## config.mk

```make
export PLATFORM = sky130hd
export DESIGN_NAME = irq_share_hub
export DESIGN_NICKNAME = d
export VERILOG_FILES = /design/src/rtl/irq_hub_pkg.sv /design/src/rtl/irq_hub_ctrl.sv /design/src/rtl/irq_hub_dp.sv /design/src/rtl/irq_share_hub.sv
export SDC_FILE = /design/constraint.sdc
export NUM_CORES = 1
export LEC_CHECK = 0
export ABC_CLOCK_PERIOD_IN_PS = 2800
export CAP_MARGIN = 15
export CORE_ASPECT_RATIO = 1.2
export CORE_MARGIN = 2
export CORE_UTILIZATION = 38
export DETAILED_ROUTE_END_ITERATION = 8
export PLACE_DENSITY = 0.9
export SYNTH_ARGS = -nofsm -noshare
export SYNTH_HDL_FRONTEND = slang
export SYNTH_SLANG_ARGS = --single-unit
```

## constraint.sdc

```tcl
create_clock -name clk -period 2.8 [get_ports clk]
set_clock_uncertainty 0.15 [all_clocks]
set_input_delay 0.28 -clock clk [delete_from_list [all_inputs] [get_ports clk]]
set_output_delay 0.28 -clock clk [all_outputs]
set_load 0.02 [all_outputs]
```

## src/rtl/irq_hub_pkg.sv

```systemverilog
package irq_hub_pkg;
  localparam int MAX_PORTS = 8;
  localparam int STATUS_W  = 8;

  typedef struct packed {
    logic statusRead;
    logic statusWrite;
  } hubStrobe_t;
endpackage

```

## src/rtl/irq_hub_ctrl.sv

```systemverilog
module irq_hub_ctrl
  import irq_hub_pkg::*;
#(
  parameter int NUM_PORTS  = 8,
  parameter int ADDR_W     = 16,
  parameter int PORT_BYTES = 8
) (
  input  logic              clk,
  input  logic              rst_n,
  input  logic [ADDR_W-1:0] hostAddr,
  input  logic [ADDR_W-1:0] baseAddr,
  input  logic [ADDR_W-1:0] statusAddr,
  input  logic              hostRdEn,
  input  logic              hostWrEn,
  output logic [MAX_PORTS-1:0] portSel,
  output hubStrobe_t        strobe
);
  localparam int SPAN    = NUM_PORTS * PORT_BYTES;
  localparam int SHIFT   = $clog2(PORT_BYTES);
  localparam int IDX_W   = ADDR_W - SHIFT;
  localparam logic [ADDR_W:0] SPAN_W = (ADDR_W+1)'(SPAN);

  logic [ADDR_W:0]  offset;
  logic             inWindow;
  logic [IDX_W-1:0] portIdx;
  logic             statusHit;

  // Offset in one extra bit so that a window at the top of the space never wraps.
  assign offset    = {1'b0, hostAddr} - {1'b0, baseAddr};
  assign inWindow  = !offset[ADDR_W] && (offset < SPAN_W);
  assign portIdx   = offset[ADDR_W-1:SHIFT];
  assign statusHit = (hostAddr == statusAddr);

  for (genvar g = 0; g < MAX_PORTS; g++) begin : g_sel
    if (g < NUM_PORTS) begin : g_live
      assign portSel[g] = inWindow && (portIdx == IDX_W'(g));
    end else begin : g_dead
      assign portSel[g] = 1'b0;
    end
  end

  assign strobe.statusRead  = hostRdEn && statusHit;
  assign strobe.statusWrite = hostWrEn && statusHit;

  // chip selects are mutually exclusive
  a_r2_onehot_sel: assert property (@(posedge clk) disable iff (!rst_n)
    $onehot0(portSel));
endmodule

```

## src/rtl/irq_hub_dp.sv

```systemverilog
module irq_hub_dp
  import irq_hub_pkg::*;
#(
  parameter int NUM_PORTS = 8
) (
  input  logic                clk,
  input  logic                rst_n,
  input  logic [MAX_PORTS-1:0] portIrq,
  input  hubStrobe_t          strobe,
  output logic [STATUS_W-1:0] rdData,
  output logic                irqOut
);
  logic [MAX_PORTS-1:0] liveMask;
  logic [MAX_PORTS-1:0] pendReg;
  logic                 anyPending;

  for (genvar g = 0; g < MAX_PORTS; g++) begin : g_mask
    assign liveMask[g] = (g < NUM_PORTS);
  end

  // One register stage captures requests; only live ports are kept.
  always_ff @(posedge clk or negedge rst_n) begin
    if (!rst_n) pendReg <= '0;
    else        pendReg <= portIrq & liveMask;
  end

  assign anyPending = |pendReg;

  // A status write forces one low cycle; otherwise the line follows the pending set.
  always_ff @(posedge clk or negedge rst_n) begin
    if (!rst_n) irqOut <= 1'b0;
    else        irqOut <= anyPending && !strobe.statusWrite;
  end

  assign rdData = strobe.statusRead ? STATUS_W'(pendReg) : '0;

  // a pending request with no retrigger keeps the line high
  a_r5_level_follows: assert property (@(posedge clk) disable iff (!rst_n)
    (anyPending && !strobe.statusWrite) |=> irqOut);

  // a status write always yields a low cycle next
  a_r6_retrigger_low: assert property (@(posedge clk) disable iff (!rst_n)
    strobe.statusWrite |=> !irqOut);

  // with nothing pending the line is low next cycle
  a_r7_idle_low: assert property (@(posedge clk) disable iff (!rst_n)
    !anyPending |=> !irqOut);

  // dead ports never show as pending
  a_r4_dead_masked: assert property (@(posedge clk) disable iff (!rst_n)
    (pendReg & ~liveMask) == '0);
endmodule

```

## src/rtl/irq_share_hub.sv

```systemverilog
module irq_share_hub
  import irq_hub_pkg::*;
#(
  parameter int NUM_PORTS  = 8,
  parameter int ADDR_W     = 16,
  parameter int PORT_BYTES = 8
) (
  input  logic              clk,
  input  logic              rst_n,
  input  logic [ADDR_W-1:0] hostAddr,
  input  logic [7:0]        hostWrData,
  input  logic              hostRdEn,
  input  logic              hostWrEn,
  input  logic [ADDR_W-1:0] baseAddr,
  input  logic [ADDR_W-1:0] statusAddr,
  input  logic [7:0]        portIrq,
  output logic [7:0]        portSel,
  output logic [7:0]        hostRdData,
  output logic              irqOut
);
  hubStrobe_t strobe;
  logic       unusedWrData;

  // Write data never reaches the status register.
  assign unusedWrData = ^hostWrData;

  irq_hub_ctrl #(
    .NUM_PORTS(NUM_PORTS), .ADDR_W(ADDR_W), .PORT_BYTES(PORT_BYTES)
  ) u_ctrl (
    .clk(clk), .rst_n(rst_n), .hostAddr(hostAddr), .baseAddr(baseAddr),
    .statusAddr(statusAddr), .hostRdEn(hostRdEn), .hostWrEn(hostWrEn),
    .portSel(portSel), .strobe(strobe)
  );

  irq_hub_dp #(.NUM_PORTS(NUM_PORTS)) u_dp (
    .clk(clk), .rst_n(rst_n), .portIrq(portIrq), .strobe(strobe),
    .rdData(hostRdData), .irqOut(irqOut)
  );
endmodule

```

==> results.cfg <==
[status]
outcome = complete, but fails checks
violations = negative setup slack

[clocking]
cts_max_level = 1
clock_sinks = 9
numCtsBuffers = 3
clockBufferDepth = 2
tritoncts = built
path_clk_slew_ps = 50
hold_buffers = 0
ctsRootBufferMaster = clkbuf_8
clock_latency_ps = 240

[timing]
slew_headroom = 0.5108
clock.fmax_ghz = 0.3367
drv_slew = 0
tightest_slew_ps = 728.6
fin_ws_ps = -169.7
min_period_ps = 2970
finalSetupViolCount = 8
finalCritPeriodShare = 1.061
rsz0062_at_grt = true
hold_violations = 0
tns_ps = -956.1

[synth]
async_flop_share = 1.000
synth_seq_area_share = 0.1556
syn_area_um2 = 1448
syn_area_per_cell_um2 = 7.998
synth_cells = 181
synth_cell_type_count = 43
ys_seq_elements = 9
synth_edf_count = 0
syn_nets = 264
yosysWarnings = 0
synth_ff_type = dfrtp_1

[grt]
grt_pass1_wl_um = 9611
grt_max_degree = 10
overflow = 0
first_global_vias = 2140
grtUsageTotal = 0.2909
antenna_found_initial = 0

[place]
dpl_worst_slack_ps = -1059
place_hpwl_um = 4177
gp_congestion = 0.8351
io_buffers = 76

[drt]
postRouteAntennaNets = 0
viasPerCell = 5.606
drt_iter0_markers = 132
drc = 0
firstDrtPassIters = 4
num_vias = 2108
wl_um = 7835
avgRoutedWirePerCell_um = 20.84

[layout]
drive_gt1_frac = 0.5556
register_area_um2 = 225.2
nNetsFinal = 408
final_common_cell = buf_4
antenna_cells = 0
mostFrequentLayoutCells = buf_4, clkdlybuf4s50_1, xnor2_1
fin_util = 0.8902
syn_to_final_growth_pct = 123.4
multi_input_area_um2 = 1632
n_fill_cell = 147

[floorplanning]
dieArea_um2 = 4321
core_um2 = 3633
initial_utilization = 0.3984
io_pins = 85
row_count = 24
die_h_um = 71.61
die_w_um = 60.35

[setup_path]
critical_path_required_ps = 2370
crit_path_start_kind = input pin
critPathKind = in2out
r2r_start = u_dp.pendReg[5]
crit_arrival_ps = 2540
r2r-end = u_dp.irqOut
reg2reg_slack_ps = 1680
ff2ff_path_depth = 2
endpoint_kind = output pin
crit_fanout = 5

[power]
p_leak_uw = 0.001522
worst_ir_drop_vdd_mv = 0.3522
p_per_area_nw_per_um2 = 291.5
p_total_uw = 942.9

[hold_path]
hold_path_class = in2async

[run]
drv_cap = 0
==> power breakdown <==
part | internal (uW) | total, uW | switching (uW)
Combinational | 329 | 645 | 316
Sequential | 136 | 141 | 4.18
Clock | 99.8 | 158 | 57.8
==> synth_stat cells (4+ instances only) <==
library cell | count | area, um2
a21o_1 | 4 | 30.03
a21oi_1 | 12 | 60.06
and3_1 | 9 | 56.30
dfrtp_1 | 9 | 225.2
ha_1 | 15 | 187.7
inv_1 | 18 | 67.56
mux2i_1 | 4 | 40.04
nand2_1 | 11 | 41.29
nand4_1 | 5 | 31.28
nor2_1 | 9 | 33.78
nor3_1 | 6 | 30.03
nor4_1 | 9 | 56.30
o21a_1 | 6 | 45.04
o21ai_0 | 5 | 25.02
xnor2_1 | 22 | 192.7
xor2_1 | 4 | 35.03
==> what timing repair did <==
action	CTS	global route
endpoints found under the setup margin	16	15
buffers inserted	10	9
pin swaps	44	18
resized for setup	196	57
==> registers in the layout, summed over array words and instances (netlist names) <==
register	cells
u_dp.pendReg	8
u_dp.irqOut	1
==> how the worst max path moves through the flow <==
stage                             from          to  slack, ps
after floorplan            baseAddr[2]  portSel[4]       -100
after global placement     baseAddr[2]  portSel[0]       -940
after detailed placement   baseAddr[2]  portSel[1]      -1060
after CTS                 baseAddr[15]  portSel[1]         -1
after global routing       baseAddr[8]  portSel[1]       -220
final                     baseAddr[12]  portSel[1]       -170
==> worst max-delay path, cell delays in order <==
cell	delay, ps
clkdlybuf4s15_1	210
inv_2	60
ha_4	280
nand2_4	70
buf_6	130
a211oi_4	270
o22ai_2	130
nor4_4	320
nand4_4	180
buf_6	160
nor4_4	260
buf_4	180
==> cell families (layout without fill, tap and decap cells) <==
family / after synthesis / after routing / share of synthesized area
AND/OR/NAND/NOR: 60 / 60 / 0.2420
AO/OA/AOI/OAI: 46 / 46 / 0.2265
adder cells (fa/ha/maj): 15 / 15 / 0.1296
flip-flops: 9 / 9 / 0.1556
multiplexers: 4 / 4 / 0.02766
XOR/XNOR: 26 / 26 / 0.1573
buffers and inverters: 21 / 164 / 0.06136
==> final cells by class <==
type,instances,area share
tap,52,0.02012
clock buffer,4,0.01393
multi-input combinational,151,0.5044
timing repair buffer,142,0.3694
inverter,18,0.02244
sequential,9,0.06963
==> metrics by stage <==
stage	hold slack [ps]	std cells	cell area, um2
2_1_floorplan	-165.6	181	1485
6_report	208.9	376	3234
3_3_place_gp	405.0	353	2643
5_1_grt	248.2	376	3234
3_5_place_dp	436.3	353	2643
4_1_cts	199.0	367	3037
==> layer usage <==
| metal | GRT usage | share of wire | vias up |
|---|---|---|---|
| met5 | 0 | 0 | - |
| met4 | 0.09877 | 0.055 | 0 |
| met3 | 0.04693 | 0.061 | 40 |
| met2 | 0.5604 | 0.53 | 130 |
| met1 | 0.3046 | 0.35 | 998 |
| li1 | - | - | 940 |
Note: power is estimated with default switching activity, not from simulation.
